==> config.mk <==
export PLATFORM = sky130hd
export DESIGN_NAME = sram_ctrl
export DESIGN_NICKNAME = d
export VERILOG_FILES = /design/src/rtl/sram_ctrl_pkg.sv /design/src/rtl/sram_phase_timer.sv /design/src/rtl/sram_turnaround.sv /design/src/rtl/sram_ctrl.sv
export SDC_FILE = /design/constraint.sdc
export NUM_CORES = 1
export LEC_CHECK = 0
export BUFFER_PORTS_ARGS = -buffer_cell sky130_fd_sc_hd__buf_2
export CORE_MARGIN = 2
export CORE_UTILIZATION = 53
export CTS_BUF_LIST = sky130_fd_sc_hd__clkbuf_16
export DETAILED_ROUTE_END_ITERATION = 8
export PLACE_DENSITY = 0.84
export SYNTH_ARGS = -nofsm -noshare
export SYNTH_HDL_FRONTEND = slang
export SYNTH_SLANG_ARGS = --single-unit
==> constraint.sdc <==
create_clock -name clk_i -period 3.3 [get_ports clk_i]
set_input_delay 0.495 -clock clk_i [delete_from_list [all_inputs] [get_ports clk_i]]
set_output_delay 0.495 -clock clk_i [all_outputs]
set_load 0.005 [all_outputs]
==> src/rtl/sram_ctrl_pkg.sv <==
`timescale 1ns/1ps
package sram_ctrl_pkg;

  function automatic int unsigned ns2cyc(int unsigned ns, int unsigned clk_ns);
    int unsigned c;
    c = (ns + clk_ns - 1) / clk_ns;
    return (c == 0) ? 1 : c;
  endfunction

  function automatic int unsigned umax(int unsigned a, int unsigned b);
    return (a > b) ? a : b;
  endfunction

  typedef enum logic [2:0] {
    ST_IDLE,
    ST_RD,
    ST_WR_WAIT,
    ST_WR_PULSE,
    ST_WR_END
  } ctrl_state_e;

endpackage

==> src/rtl/sram_phase_timer.sv <==
`timescale 1ns/1ps
module sram_phase_timer #(
  parameter int unsigned CNT_W = 4
) (
  input  logic             clk_i,
  input  logic             rst_ni,
  input  logic             load_i,
  input  logic [CNT_W-1:0] load_val_i,
  output logic             done_o
);
  logic [CNT_W-1:0] cnt_q;

  always_ff @(posedge clk_i or negedge rst_ni) begin
    if (!rst_ni)              cnt_q <= '0;
    else if (load_i)          cnt_q <= load_val_i;
    else if (cnt_q != '0)     cnt_q <= cnt_q - 1'b1;
  end

  assign done_o = (cnt_q == '0);

  AST_TIMER_LOAD: assert property (@(posedge clk_i) disable iff (!rst_ni)
    load_i |=> (done_o == ($past(load_val_i) == '0)));

endmodule

==> src/rtl/sram_turnaround.sv <==
`timescale 1ns/1ps
module sram_turnaround #(
  parameter int unsigned TA_CYC = 4
) (
  input  logic clk_i,
  input  logic rst_ni,
  input  logic oe_n_i,
  output logic drv_ok_o
);
  localparam int unsigned CW = $clog2(TA_CYC + 1);
  localparam logic [CW-1:0] SAT = CW'(TA_CYC);
  localparam logic [CW-1:0] THR = CW'(TA_CYC - 1);

  // full cycles OE has been high, saturating
  logic [CW-1:0] hi_cnt_q;

  always_ff @(posedge clk_i or negedge rst_ni) begin
    if (!rst_ni)              hi_cnt_q <= SAT;
    else if (!oe_n_i)         hi_cnt_q <= '0;
    else if (hi_cnt_q != SAT) hi_cnt_q <= hi_cnt_q + 1'b1;
  end

  // sampled at an edge: cycles completed so far = hi_cnt_q + 1
  assign drv_ok_o = oe_n_i && (hi_cnt_q >= THR);

endmodule

==> src/rtl/sram_ctrl.sv <==
`timescale 1ns/1ps
module sram_ctrl
  import sram_ctrl_pkg::*;
#(
  parameter int unsigned CLK_NS = 8,
  parameter int unsigned ADDR_W = 15,
  parameter int unsigned DATA_W = 8,
  parameter int unsigned T_RC   = 70,
  parameter int unsigned T_AA   = 70,
  parameter int unsigned T_OE   = 35,
  parameter int unsigned T_HZ   = 30,
  parameter int unsigned T_OHZ  = 30,
  parameter int unsigned T_WP   = 50,
  parameter int unsigned T_CW   = 60,
  parameter int unsigned T_AW   = 60,
  parameter int unsigned T_DW   = 30,
  parameter int unsigned T_WC   = 70
) (
  input  logic              clk_i,
  input  logic              rst_ni,
  input  logic              req_i,
  input  logic              we_i,
  input  logic [ADDR_W-1:0] addr_i,
  input  logic [DATA_W-1:0] wdata_i,
  output logic              ready_o,
  output logic [DATA_W-1:0] rdata_o,
  output logic              rvalid_o,
  output logic [ADDR_W-1:0] mem_addr_o,
  output logic              mem_cs_no,
  output logic              mem_oe_no,
  output logic              mem_we_no,
  output logic [DATA_W-1:0] mem_dq_o,
  output logic              mem_dq_oe_o,
  input  logic [DATA_W-1:0] mem_dq_i
);
  localparam int unsigned RD_CYC = umax(umax(ns2cyc(T_RC, CLK_NS), ns2cyc(T_AA, CLK_NS)),
                                        ns2cyc(T_OE, CLK_NS));
  localparam int unsigned WC_CYC = ns2cyc(T_WC, CLK_NS);
  localparam int unsigned WC_REM = (WC_CYC > 2) ? WC_CYC - 2 : 1;
  localparam int unsigned WP_CYC = umax(umax(umax(ns2cyc(T_WP, CLK_NS), ns2cyc(T_CW, CLK_NS)),
                                             umax(ns2cyc(T_AW, CLK_NS), ns2cyc(T_DW, CLK_NS))),
                                        WC_REM);
  localparam int unsigned TA_CYC = umax(ns2cyc(T_HZ, CLK_NS), ns2cyc(T_OHZ, CLK_NS));
  localparam int unsigned CNT_W  = $clog2(umax(RD_CYC, WP_CYC) + 1);

  ctrl_state_e       state_q;
  logic              cs_n_q, oe_n_q, we_n_q, dq_oe_q, rvalid_q;
  logic [ADDR_W-1:0] addr_q;
  logic [DATA_W-1:0] wdata_q, rdata_q;
  logic              drv_ok, phase_done, tmr_load;
  logic [CNT_W-1:0]  tmr_val;

  always_comb begin
    tmr_load = 1'b0;
    tmr_val  = CNT_W'(RD_CYC - 1);
    if (state_q == ST_IDLE && req_i && !we_i) begin
      tmr_load = 1'b1;
    end else if (state_q == ST_WR_WAIT && drv_ok) begin
      tmr_load = 1'b1;
      tmr_val  = CNT_W'(WP_CYC - 1);
    end
  end

  sram_phase_timer #(.CNT_W(CNT_W)) u_timer (
    .clk_i      (clk_i),
    .rst_ni     (rst_ni),
    .load_i     (tmr_load),
    .load_val_i (tmr_val),
    .done_o     (phase_done)
  );

  sram_turnaround #(.TA_CYC(TA_CYC)) u_ta (
    .clk_i    (clk_i),
    .rst_ni   (rst_ni),
    .oe_n_i   (oe_n_q),
    .drv_ok_o (drv_ok)
  );

  always_ff @(posedge clk_i or negedge rst_ni) begin
    if (!rst_ni) begin
      state_q  <= ST_IDLE;
      cs_n_q   <= 1'b1;
      oe_n_q   <= 1'b1;
      we_n_q   <= 1'b1;
      dq_oe_q  <= 1'b0;
      rvalid_q <= 1'b0;
      addr_q   <= '0;
      wdata_q  <= '0;
      rdata_q  <= '0;
    end else begin
      rvalid_q <= 1'b0;
      unique case (state_q)
        ST_IDLE: if (req_i) begin
          addr_q  <= addr_i;
          wdata_q <= wdata_i;
          cs_n_q  <= 1'b0;
          if (we_i) begin
            state_q <= ST_WR_WAIT;
          end else begin
            oe_n_q  <= 1'b0;
            state_q <= ST_RD;
          end
        end
        ST_RD: if (phase_done) begin
          rdata_q  <= mem_dq_i;
          rvalid_q <= 1'b1;
          cs_n_q   <= 1'b1;
          oe_n_q   <= 1'b1;
          state_q  <= ST_IDLE;
        end
        ST_WR_WAIT: if (drv_ok) begin
          dq_oe_q <= 1'b1;
          we_n_q  <= 1'b0;
          state_q <= ST_WR_PULSE;
        end
        ST_WR_PULSE: if (phase_done) begin
          we_n_q  <= 1'b1;
          state_q <= ST_WR_END;
        end
        ST_WR_END: begin
          cs_n_q  <= 1'b1;
          dq_oe_q <= 1'b0;
          state_q <= ST_IDLE;
        end
        default: state_q <= ST_IDLE;
      endcase
    end
  end

  assign ready_o     = (state_q == ST_IDLE);
  assign rdata_o     = rdata_q;
  assign rvalid_o    = rvalid_q;
  assign mem_addr_o  = addr_q;
  assign mem_cs_no   = cs_n_q;
  assign mem_oe_no   = oe_n_q;
  assign mem_we_no   = we_n_q;
  assign mem_dq_o    = wdata_q;
  assign mem_dq_oe_o = dq_oe_q;

  AST_WE_NEEDS_CS: assert property (@(posedge clk_i) disable iff (!rst_ni)
    !mem_we_no |-> !mem_cs_no);
  AST_WE_KEEPS_OE_HIGH: assert property (@(posedge clk_i) disable iff (!rst_ni)
    !mem_we_no |-> mem_oe_no);
  AST_WE_DRIVEN: assert property (@(posedge clk_i) disable iff (!rst_ni)
    !mem_we_no |-> mem_dq_oe_o);
  AST_DRV_NEEDS_OE_HIGH: assert property (@(posedge clk_i) disable iff (!rst_ni)
    mem_dq_oe_o |-> mem_oe_no);
  AST_DRV_RISE_AFTER_OE: assert property (@(posedge clk_i) disable iff (!rst_ni)
    $rose(mem_dq_oe_o) |-> $past(mem_oe_no));
  AST_ADDR_HELD: assert property (@(posedge clk_i) disable iff (!rst_ni)
    (!mem_cs_no && $past(!mem_cs_no)) |-> $stable(mem_addr_o));
  AST_RVALID_WITH_READY: assert property (@(posedge clk_i) disable iff (!rst_ni)
    rvalid_o |-> ready_o);
  AST_RVALID_ONE_CYCLE: assert property (@(posedge clk_i) disable iff (!rst_ni)
    rvalid_o |=> !rvalid_o);
  AST_BUSY_NOT_READY: assert property (@(posedge clk_i) disable iff (!rst_ni)
    !mem_cs_no |-> !ready_o);

endmodule

# Yosys cells after proc, flatten, opt, wreduce, memory -nomap -nowiden
# Index checks and enable logic that the tools add are counted.
# word_totals
register_bits	46
output_inout_bits	37
wordCells	71
# op_classes
n_addsub	2
magnitude_cmp	1
eq_ne	11
mux	26
n_reduce_logical	20
# op_table
op	n
$mux W3	6
$mux W4	4
$pmux W3 S4	1
$mux W1	10
$ne A2 B2 Y1 const B	5
$reduce_and A4 Y1	2
$reduce_bool A2 Y1	4
$eq A3 B2 Y1 const B	2
$pmux W1 S2	3
$reduce_and A2 Y1	3
$reduce_and A3 Y1	2
$logic_and A1 B1 Y1	4
$logic_not A4 Y1	1
$reduce_bool A4 Y1	1
$sub A4 B1 Y4 const B	1
$add A3 B1 Y3 const B	1
$eq A3 B1 Y1 const B	1
$eq A3 B3 Y1 const B	1
$ge A3 B2 Y1 const B	1
$logic_not A3 Y1	1
$ne A3 B3 Y1 const B	1
$pmux W1 S3	1
$reduce_bool A3 Y1	1
$mux W2	1
other kinds (2)	2

# Logic depth before layout (Yosys ltp)
# Gate-level depths: netlist of run 1.
# depth
depth_word	6
mapped_depth	5

# Cells and area by module
# Synthesis of run 1 repeated with hierarchy kept, for this count alone.
# hier_totals
hier_cells	142
area_unflattened_um2	2000.7
# by_module_without_submodules
mod	instances	cells_each	area_each_um2	seq_area_each_um2
sram_ctrl	1	101	1577.8	979.7
sram_phase_timer	1	22	234.0	100.1
sram_turnaround	1	19	188.9	76.3

# Least setup slack after synthesis of run 1
# Ideal clock, no wire load.
# synth_timing
path_kind	flip-flop to flip-flop
start	register u_timer.cnt_q[0]
end	register rdata_q[0], in the netlist rdata_o[0]
setup_time_ns	0.125
t_arrival_ns	1.473
slack_ns	1.702
path_stages_with_launch	6
n_path_buf	0
path_cell_list	dfrtp_1 -> inv_1 -> ha_1 -> nor3b_4 -> nand3_2 -> mux2_2
# synth_between
elab_chain_cells	2
# synth_rtl
item	line	source
start, declared	sram_phase_timer.sv:11	logic [CNT_W-1:0] cnt_q;
start signal, assigned	sram_phase_timer.sv:15	else if (load_i) cnt_q <= load_val_i;
start signal, assigned	sram_phase_timer.sv:16	else if (cnt_q != '0) cnt_q <= cnt_q - 1'b1;
$logic_not A4 Y1	sram_phase_timer.sv:19	assign done_o = (cnt_q == '0);
$reduce_and A2 Y1 (no line)	--	
end signal, assigned	sram_ctrl.sv:105	rdata_q <= mem_dq_i;
end, declared	sram_ctrl.sv:49	logic [DATA_W-1:0] wdata_q, rdata_q;
# No other way between the ends.
# A chain may end at the register's enable or synchronous reset.

# Final worst setup path of run 1
# layout_timing
start	register u_timer.cnt_q[0]
end	register rdata_q[3], in the netlist rdata_o[3]
# The elaborated chain is that of the path after synthesis.

==> results of run 1 <==
## power by group through the flow
| stage | clock, mW | sequential, mW | combinational (mW) |
|---|---|---|---|
| after global routing | 0.589 | 1.08 | 0.932 |
| after floorplan | 0 | 1.02 | 0.538 |
| final | 0.555 | 1.04 | 0.842 |
| after global placement | 0 | 1.03 | 0.814 |
| after detailed placement | 0 | 1.03 | 0.850 |
| after CTS | 0.566 | 1.04 | 0.857 |
## layout make-up
cell class | instances | area (µm²)
Inverter | 12 | 45.0
Clock buffer | 5 | 125
Sequential cell | 46 | 1160
Tap cell | 48 | 60.1
Clock inverter | 3 | 41.3
Timing Repair Buffer | 72 | 363
Multi-Input combinational cell | 79 | 776
Fill cell | 260 | 1090
## layout by cell type (no fill, tap or decap), types with 2 or more instances in the layout
cell,n
buf_2,71
dfrtp_1,42
mux2_4,19
inv_1,13
mux2_2,13
a21oi_1,6
nand2_1,5
ha_1,5
clkbuf_16,5
nor2_1,4
dfstp_2,4
o21ai_0,3
xnor2_1,2
a211o_1,2
nand2b_1,2
a31oi_1,2
nor3_1,2
## layer usage
layer	share of wire	GRT usage	vias up
met3	0.057	0.0634	7
met2	0.51	0.328	41
met4	0.017	0.0781	0
met1	0.41	0.240	646
met5	0	0	-
li1	-	-	632
## state kept, by name, indices dropped and copies added, names as in the netlist, 3 cells and up
| register | flops |
|---|---|
| state_q | 3 |
| u_timer.cnt_q | 4 |
| mem_dq_o | 8 |
| u_ta.hi_cnt_q | 3 |
| mem_addr_o | 15 |
| rdata_o | 8 |
## cell families (layout without fill, tap and decap cells)
logic type               after synthesis  in the layout  share of synthesized area
AND/OR/NAND/NOR                       22             22                     0.0724
XOR/XNOR                               3              3                     0.0130
AO/OA/AOI/OAI                         17             17                     0.0538
flip-flops                            46             46                      0.572
multiplexers                          32             32                      0.213
adder cells (fa/ha/maj)                5              5                     0.0309
buffers and inverters                 16             92                     0.0446
## critical path: stages (launching register included)
cell     delay, ns
dfrtp_1       0.37
inv_1         0.11
ha_1          0.18
nor3b_4       0.36
nand3_2       0.31
mux2_2        0.36
## worst min-delay path by stage
stage,startpoint,end,slack [ns],depth (start not counted)
after floorplan,rst_ni,mem_addr_o[0]$_DFFE_PN0N_,0.20,0
after global placement,rdata_o[0]$_DFFE_PN0P_,rdata_o[0]$_DFFE_PN0P_,0.49,1
after detailed placement,mem_addr_o[1]$_DFFE_PN0N_,mem_addr_o[1]$_DFFE_PN0N_,0.49,1
after CTS,rst_ni,mem_dq_o[0]$_DFFE_PN0N_,0.39,1
after global routing,addr_i[12],mem_addr_o[12]$_DFFE_PN0N_,0.44,2
final,rst_ni,mem_dq_o[0]$_DFFE_PN0N_,0.36,1
## stage by stage
stage | utilization | std cells | area [µm²] | hold slack (ns) | setup WS (ns)
floorplan | - | 141 | 2020 | 0.199 | 1.70
global placement | 0.656 | 257 | 2400 | 0.487 | 1.57
detailed placement | 0.656 | 257 | 2400 | 0.487 | 1.51
CTS | 0.701 | 265 | 2570 | 0.395 | 1.48
global route | 0.701 | 265 | 2570 | 0.436 | 1.31
finish | 0.701 | 265 | 2570 | 0.363 | 1.49
==> impl_results.md, run 1 <==
* Max Root-Sink Buffers at 2
* Crit path kind: register to register
* CTS resizes at 0
* CTS Sinks at 46
* Vias in the first global route at 1,376
* Fin Setup TNS at 0 ns
* Half-perimeter wire length after placement at 2670 µm
* Max IR drop VDD at 563 µV
* Area Growth Syn to Fin at 26.9%
* Synth Warn # at 0
* Worst reg2reg startpoint: u_timer.cnt_q[0]$_DFFE_PN0P_
* Critical Path RT at 3.47 ns
* Worst hold path class: input port to asynchronous set/reset pin
* Post-CTS Setup Bufs at 0
* Worst r2r dst: rdata_o[3]$_DFFE_PN0P_
* Site Rows at 22
* 1st-iter DRT viols at 42
* Pwr Density at 948 nW/µm²
* Die H at 65.8 µm
* Hold Fails Final Rpt at 0
* Internal at 1.72 mW
* Synth top cells by count: dfrtp_1 (42), mux2_4 (19), mux2_2 (13)
* Share of layout cells above drive strength 1 at 0.553
* DRC at 0
* Tcrit/Tclk final at 0.548
* Logic pwr share at 0.346
* R2R cell count at 5
* Max cap viols at 0
* Sequential share of power at 0.426
* Clock Latency Late Sink at 0.29 ns
* Synth Cell Area at 2020 µm²
* TritonCTS clock tree: done
* Critical path startpoint: u_timer.cnt_q[0]$_DFFE_PN0P_
* Max-Slew Margin vs Limit at 0.358
* Setup Viol. Count Final at 0
* Antenna cells at 0
* Hold_buf cts at 0
* Synth Instances at 141
* Synth top area share at 0.520
* Post-layout min period at 1.81 ns
* Starting Density at 0.552
* Port bufs at 71
* Switching share of power at 0.295
* Arr. time, crit path at 1.97 ns
* Worst-path maximum fanout at 10
* Status: finished, final reports clean
* Final ANT Viol Nets at 0
* DRT Wirelength at 3780 µm
* Syn avg cell area at 14.3 µm²
* Routed via count at 1,326
* Vias per std cell at 5.00
* Number of nets in the layout at 256
* Boundary pin count at 72
* Seq/Total Area, Yosys at 0.572
* Critical Path Sink: rdata_o[3]$_DFFE_PN0P_
* Leakage Power at 1.31 nW
* Die Width at 65.8 µm
* Crit path capture type: register
* Synth cell types at 30
* Top_reg_cell synth: dfrtp_1
* Design Power at 2.43 mW
* Mapped Nets at 181
* Clock network power share at 0.228
* Sw Pwr at 0.719 mW
* TritonCTS buffer count at 5
* Largest net degree at the start of global routing at 47
* Top cells by area, synth: dfrtp_1 (52%), mux2_4 (14%), mux2_2 (7.2%), dfstp_2 (5.2%), ha_1 (3.1%)
* Most numerous cell in the Yosys netlist: dfrtp_1
* Post-synth EDFFs at 0
* Max Slew Vio Count at 0
* Crit start category: register
* RSZ-0062 raised after global routing: no
* Clock root buffer: clkbuf_16
* Overflow after GRT at 0
* Tot GR Track Use at 0.198
* #FFs+latches synth at 46
* Gp weighted congestion at 0.758
* Fmax at 0.553 GHz
* Worst Tran Pin Value at 0.962 ns
* H-tree levels at 2
* First-pass GRT wire length at 6280 µm
* Initial antenna violation count at 0
* Reg clk slew, reported paths at 0.06 ns
* Clock Skew at 0.00420 ns
* Setup slack, reg-to-reg at 1.49 ns
* Synth async-reset ratio at 1.00
* Die footprint at 4330 µm²
* Wire length per cell at 14.3 µm
* First-pass DRT Iterations at 4
* Post-synth top area cell: dfrtp_1
* Core Area at 3660 µm²
Power figures use the tool's default switching activity.
==> run 2: changes to the inputs <==
--- a/config.mk
+++ b/config.mk
@@ -7,10 +7,10 @@
 export LEC_CHECK = 0
 export BUFFER_PORTS_ARGS = -buffer_cell sky130_fd_sc_hd__buf_2
 export CORE_MARGIN = 2
-export CORE_UTILIZATION = 53
+export CORE_UTILIZATION = 49
 export CTS_BUF_LIST = sky130_fd_sc_hd__clkbuf_16
 export DETAILED_ROUTE_END_ITERATION = 8
-export PLACE_DENSITY = 0.84
+export PLACE_DENSITY = 0.79
 export SYNTH_ARGS = -nofsm -noshare
 export SYNTH_HDL_FRONTEND = slang
 export SYNTH_SLANG_ARGS = --single-unit
==> constraint.sdc (replaced) <==
create_clock -name clk_i -period 1.7 [get_ports clk_i]
set_input_delay 0.255 -clock clk_i [delete_from_list [all_inputs] [get_ports clk_i]]
set_output_delay 0.255 -clock clk_i [all_outputs]
set_load 0.005 [all_outputs]
==> run 2 against run 1 <==
Die area is 7.7% higher. Sequential power is 90% higher. Sequential cell count stayed put. Count of clock-buffer cells in the layout stayed put. Critical path depth stayed put. Non-clock buffer count is 5 higher. Global-route usage is 1.3 points lower. First-iteration DRC count is 110% higher. Largest cell class unchanged.
==> impl_results.md, run 2 (same netlist as run 1, synthesis figures left out) <==
* Status: finished, final reports clean
* DRC at 0 (unchanged)
* Overflow after GRT at 0 (unchanged)
* Crit path capture type: register
* Leakage Power at 1.33 nW (+1.1%)
* Die Width at 68.2 µm (+3.8%)
* Initial antenna violation count at 0 (unchanged)
* Share of layout cells above drive strength 1 at 0.568 (+0.0146)
* Cell family with most CP delay: simple AND/OR/NAND/NOR gates
* Finished Core Util at 0.654 (-0.0466)
* Number of nets in the layout at 261 (+2.0%)
* Tot GR Track Use at 0.185 (-0.0132)
* Pwr Density at 1790 nW/µm² (+88%)
* Design Power at 4.64 mW (+91%)
* Worst Tran Pin Value at 0.569 ns (-0.393 ns)
* Tcrit/Tclk final at 0.940 (+0.392)
* Crit-path cells: inv_1 > ha_1 > nor3b_4 > nand3_2 > mux2_2
* Sequential share of power at 0.426 (about the same)
* TritonCTS clock tree: done
* Site Rows at 23 (+4.5%)
* Crit start category: register
* Worst hold path class: input port to asynchronous set/reset pin
* Routed via count at 1,331 (+0.38%)
* DRT Wirelength at 3830 µm (+1.3%)
* Post-Place Worst Slack at 0.0910 ns (-1.42 ns)
* Sw Pwr at 1.42 mW (+97%)
* Logic pwr share at 0.367 (+0.021)
* Gp weighted congestion at 0.716 (-5.5%)
* Vias in the first global route at 1,324 (-3.8%)
* Clock Latency Late Sink at 0.29 ns (about the same)
* Largest net degree at the start of global routing at 47 (unchanged)
* Antenna cells at 0 (unchanged)
* Post-layout min period at 1.60 ns (-0.210 ns)
* First-pass GRT wire length at 6140 µm (-2.2%)
* Max-Slew Margin vs Limit at 0.620 (+0.262)
* CP max stage delay at 0.38 ns (about the same)
* Clock Skew at 0.00572 ns (+0.00152 ns)
* Vias per std cell at 4.89 (-2.2%)
* Max cap viols at 0 (unchanged)
* Max Root-Sink Buffers at 2 (unchanged)
* Starting Density at 0.509 (-0.0432)
* Fmax at 0.626 GHz (+13%)
* Fin Setup TNS at 0 ns (unchanged)
* Crit path kind: register to register
* Arr. time, crit path at 1.77 ns (-0.20 ns)
* CTS resizes at 0 (unchanged)
* Wire length per cell at 14.1 µm (-1.3%)
* Clock root buffer: clkbuf_16
* Port bufs at 71 (unchanged)
* Die footprint at 4660 µm² (+7.7%)
* Commonest non-fill, non-tap cell in the layout: buf_2
* Max IR drop VDD at 1000 µV (+78%)
* Final ANT Viol Nets at 0 (unchanged)
* Hold Fails Final Rpt at 0 (unchanged)
* Commonest non-fill, non-tap cells in the layout: buf_2 (71), dfrtp_1 (42), mux2_4 (19)
* Internal at 3.22 mW (+88%)
* Worst path slowest cell: dfrtp_1
* Max Slew Vio Count at 0 (unchanged)
* H-tree levels at 2 (unchanged)
* Core Area at 3970 µm² (+8.5%)
* Final-layout fill cell count at 305 (+17%)
* Half-perimeter wire length after placement at 2670 µm (+0.27%)
* RSZ-0062 raised after global routing: no
* Max reg flops at 15 (unchanged)
* Clock network power share at 0.207 (-0.021)
* Boundary pin count at 72 (unchanged)
* Post-CTS Setup Bufs at 0 (unchanged)
* Setup Viol. Count Final at 0 (unchanged)
* CTS Sinks at 46 (unchanged)
* Worst-path maximum fanout at 10 (unchanged)
* Reg clk slew, reported paths at 0.06 ns (about the same)
* Crit path buffers/inverters at 1 (unchanged)
* Final worst slack at 0.102 ns (-1.39 ns)
* Critical Path RT at 1.87 ns (-1.60 ns)
* Area Growth Syn to Fin at 28.5%
* Switching share of power at 0.305 (+0.00975)
* First-pass DRT Iterations at 3 (-1)
* Hold_buf cts at 0 (unchanged)
* TritonCTS buffer count at 5 (unchanged)
* 1st-iter DRT viols at 87 (+110%)
* Die H at 68.2 µm (+3.8%)
## run 2: cell types whose count changed in the layout (fill, tap and decap cells not counted)
cell,delta
bufinv_16,-1
clkinv_2,+1
clkinv_4,+1
buf_12,+1
buf_4,+4
inv_1,-1
## run 2: worst paths after layout
check                                               end  depth (start not counted)  slack, ns                         start
max                              rdata_o[7]$_DFFE_PN0P_                          5       0.10  u_timer.cnt_q[0]$_DFFE_PN0P_
min                          mem_addr_o[13]$_DFFE_PN0N_                          2       0.04                        rst_ni
max reg2reg                      rdata_o[7]$_DFFE_PN0P_                          5       0.10  u_timer.cnt_q[0]$_DFFE_PN0P_
min reg2reg                      rdata_o[0]$_DFFE_PN0P_                          1       0.51        rdata_o[0]$_DFFE_PN0P_
max in group asynchronous  u_timer.cnt_q[1]$_DFFE_PN0P_                          2       1.26                        rst_ni
min in group clk_i            mem_addr_o[6]$_DFFE_PN0N_                          2       0.19                     addr_i[6]
## run 2: layer usage
layer	GRT usage	routed length, µm
met5	0	0
met4	0.105	63
met3	0.0428	209
met2	0.275	1850
met1	0.249	1700
## run 2: area by class of cell
class | instances | area (µm²) | area share
clock inverter | 3 | 21.3 | 0.00818
multi-input combinational | 79 | 776 | 0.299
clock buffer | 5 | 125 | 0.0481
timing repair buffer | 77 | 413 | 0.159
tap | 50 | 62.6 | 0.0241
sequential | 46 | 1160 | 0.445
inverter | 12 | 45.0 | 0.0173
## run 2: power by group through the flow
stage          logic (mW)  clock network [mW]  registers, mW
6_report             1.70               0.960           1.98
5_1_grt              1.89                1.02           2.06
4_1_cts              1.72               0.977           1.99
3_5_place_dp         1.72                   0           1.98
3_3_place_gp         1.65                   0           1.98
2_1_floorplan        1.04                   0           1.98
## run 2: stage by stage
| stage | hold WS, ns | instance area (µm²) | std cells |
|---|---|---|---|
| 2_1_floorplan | -0.0406 | 2020 | 141 |
| 3_3_place_gp | 0.366 | 2440 | 263 |
| 3_5_place_dp | 0.376 | 2440 | 263 |
| 4_1_cts | 0.0678 | 2590 | 271 |
| 5_1_grt | 0.100 | 2600 | 272 |
| 6_report | 0.0376 | 2600 | 272 |
==> run 3: changes to the inputs <==
--- a/config.mk
+++ b/config.mk
@@ -5,12 +5,13 @@
 export SDC_FILE = /design/constraint.sdc
 export NUM_CORES = 1
 export LEC_CHECK = 0
-export BUFFER_PORTS_ARGS = -buffer_cell sky130_fd_sc_hd__buf_2
 export CORE_MARGIN = 2
-export CORE_UTILIZATION = 49
+export CORE_UTILIZATION = 55
 export CTS_BUF_LIST = sky130_fd_sc_hd__clkbuf_16
 export DETAILED_ROUTE_END_ITERATION = 8
-export PLACE_DENSITY = 0.79
+export DONT_BUFFER_PORTS = 1
+export PLACE_DENSITY = 0.7
+export SKIP_LAST_GASP = 1
 export SYNTH_ARGS = -nofsm -noshare
 export SYNTH_HDL_FRONTEND = slang
 export SYNTH_SLANG_ARGS = --single-unit
==> run 3 against run 2 <==
Sequential power is 7% higher. Final cell count fell by 27%. Combinational power down 27%.
==> impl_results.md, run 3 (same netlist as run 1, synthesis figures left out) <==
* Status: finished, final reports clean
* R2R cell count at 5 (unchanged)
* Min-delay src: addr_i[2]
* Vias per std cell at 5.65 (+15%)
* Crit path kind: register to register
* Clock Latency Late Sink at 0.28 ns (about the same)
* Fmax at 0.630 GHz (+0.65%)
* Number of cells on the worst hold path at 1
* Leakage Power at 1.05 nW (-21%)
* Routed via count at 1,124 (-16%)
* DRC at 0 (unchanged)
* Share of layout cells above drive strength 1 at 0.344 (-0.223)
* Post-Place Worst Slack at 0.0685 ns (-0.0225 ns)
* End point of the worst hold path: mem_addr_o[2]$_DFFE_PN0N_
* Tot GR Track Use at 0.188 (+0.00266)
* Hold Fails Final Rpt at 0 (unchanged)
* Worst reg2reg startpoint: u_ta.hi_cnt_q[0]$_DFFE_PN0P_
* TritonCTS clock tree: done
* Setup Viol. Count Final at 0 (unchanged)
* H-tree levels at 2 (unchanged)
* Max IR drop VDD at 954 µV (-4.7%)
* Wire length per cell at 18.4 µm (+31%)
* Die Width at 64.6 µm (-5.3%)
* Post-CTS Setup Bufs at 0 (unchanged)
* Arr. time, crit path at 1.71 ns (-0.06 ns)
* Final worst slack at 0.112 ns (+0.0103 ns)
* Max-Slew Margin vs Limit at 0.790 (+0.170)
* Crit start category: register
* First-pass DRT Iterations at 4 (+1)
* Setup slack, reg-to-reg at 0.11 ns (about the same)
* Finished Layout Cells at 199 (-27%)
* Site Rows at 22 (-4.3%)
* First-pass GRT wire length at 5870 µm (-4.5%)
* Max reg flops at 15 (unchanged)
* Overflow after GRT at 0 (unchanged)
* Die H at 64.6 µm (-5.3%)
* Commonest non-fill, non-tap cell in the layout: dfrtp_1
* Core Area at 3610 µm² (-9.2%)
* Area Growth Syn to Fin at 12.1%
* Max Root-Sink Buffers at 2 (unchanged)
* Largest net degree at the start of global routing at 47 (unchanged)
* Initial antenna violation count at 0 (unchanged)
* Boundary pin count at 72 (unchanged)
* Port bufs at 0 (-100%)
* Clock root buffer: clkbuf_16
* Worst Tran Pin Value at 0.311 ns (-0.258 ns)
* Antenna cells at 0 (unchanged)
* Pwr Density at 1880 nW/µm² (+5.2%)
* Clock Skew at 0.00493 ns (-0.000793 ns)
* Max cap viols at 0 (unchanged)
* Fin Setup TNS at 0 ns (unchanged)
* Finished Core Util at 0.628 (-0.0260)
* Vias in the first global route at 1,215 (-8.2%)
* Max Slew Vio Count at 0 (unchanged)
* Reg clk slew, reported paths at 0.06 ns (about the same)
* Tcrit/Tclk final at 0.934 (-0.00603)
* Critical Path RT at 1.83 ns (-0.04 ns)
* Worst-path maximum fanout at 6 (-4)
* Final ANT Viol Nets at 0 (unchanged)
* RSZ-0062 raised after global routing: no
* 1st-iter DRT viols at 80 (-8.0%)
* Dpl cells at 189 (-28%)
* Half-perimeter wire length after placement at 2670 µm (-0.29%)
* Commonest non-fill, non-tap cells in the layout: dfrtp_1 (42), mux2_4 (19), mux2_2 (13)
* CTS Sinks at 46 (unchanged)
* Worst hold path class: input port to register
* Worst r2r dst: state_q[0]$_DFFE_PN0P_
* Die footprint at 4180 µm² (-10%)
* Post-layout min period at 1.59 ns (-0.0103 ns)
* Crit path capture type: register
* Design Power at 4.26 mW (-8.2%)
* Gp weighted congestion at 0.716 (about the same)
* Number of nets in the layout at 190 (-27%)
* Starting Density at 0.561 (+0.0516)
* DRT Wirelength at 3660 µm (-4.2%)
* TritonCTS buffer count at 5 (unchanged)
run 3: cell types whose count changed in the layout (fill, tap and decap cells not counted):
cell | before | now
buf_16 | 0 | 1
buf_2 | 71 | 0
buf_4 | 5 | 3
clkinv_1 | 0 | 2
clkinv_2 | 1 | 0
clkinvlp_4 | 1 | 0
dlygate4sd3_1 | 0 | 1
nand3_2 | 1 | 0
nand3_4 | 0 | 1
run 3: power breakdown:
part	switching, mW	internal, mW	total (mW)	leakage, nW
Clock	0.376	0.536	0.912	0.0689
Sequential	0.459	1.65	2.11	0.546
Combinational	0.485	0.751	1.24	0.433
run 3: worst max-delay path by stage:
stage | endpoint | from
6_report | state_q[0]$_DFFE_PN0P_ | u_ta.hi_cnt_q[0]$_DFFE_PN0P_
5_1_grt | state_q[0]$_DFFE_PN0P_ | u_ta.hi_cnt_q[0]$_DFFE_PN0P_
4_1_cts | rdata_o[6]$_DFFE_PN0P_ | u_timer.cnt_q[0]$_DFFE_PN0P_
3_5_place_dp | rdata_o[5]$_DFFE_PN0P_ | u_timer.cnt_q[0]$_DFFE_PN0P_
3_3_place_gp | rdata_o[4]$_DFFE_PN0P_ | u_timer.cnt_q[0]$_DFFE_PN0P_
2_1_floorplan | rdata_o[0]$_DFFE_PN0P_ | u_timer.cnt_q[0]$_DFFE_PN0P_
run 3: layout make-up:
class	instances	area [µm²]
fillers	282	1340
flip-flops and latches	46	1160
multi-input cells	79	783
clock buffers	5	125
repair buffers	6	80.1
well taps	48	60.1
inverters	12	45.0
clock inverters	3	16.3
run 3: timing repair:
item,4_1_cts,5_1_grt
endpoints found under the hold margin,46,0
setup endpoints to repair,0,9
resized for setup,0,1
hold buffers,2,0
run 3: stage by stage:
| step | hold slack (ns) | area, µm² |
|---|---|---|
| 2_1_floorplan | -0.0406 | 2020 |
| 3_3_place_gp | -0.0393 | 2080 |
| 4_1_cts | 0.113 | 2260 |
| 3_5_place_dp | -0.0391 | 2080 |
| 6_report | 0.116 | 2270 |
| 5_1_grt | 0.104 | 2270 |
run 3: critical path, cell delays in order, from the launching register on:
cell	delay, ns
dfrtp_1	0.43
ha_1	0.22
ha_1	0.18
a211o_1	0.24
nand4_1	0.19
o311ai_0	0.18
run 3: metal layers:
layer	GRT usage	up-vias	share of wire
li1	-	498	-
met1	0.226	575	0.37
met2	0.322	44	0.56
met3	0.0625	7	0.062
met4	0.0559	0	0.011
met5	0	-	0
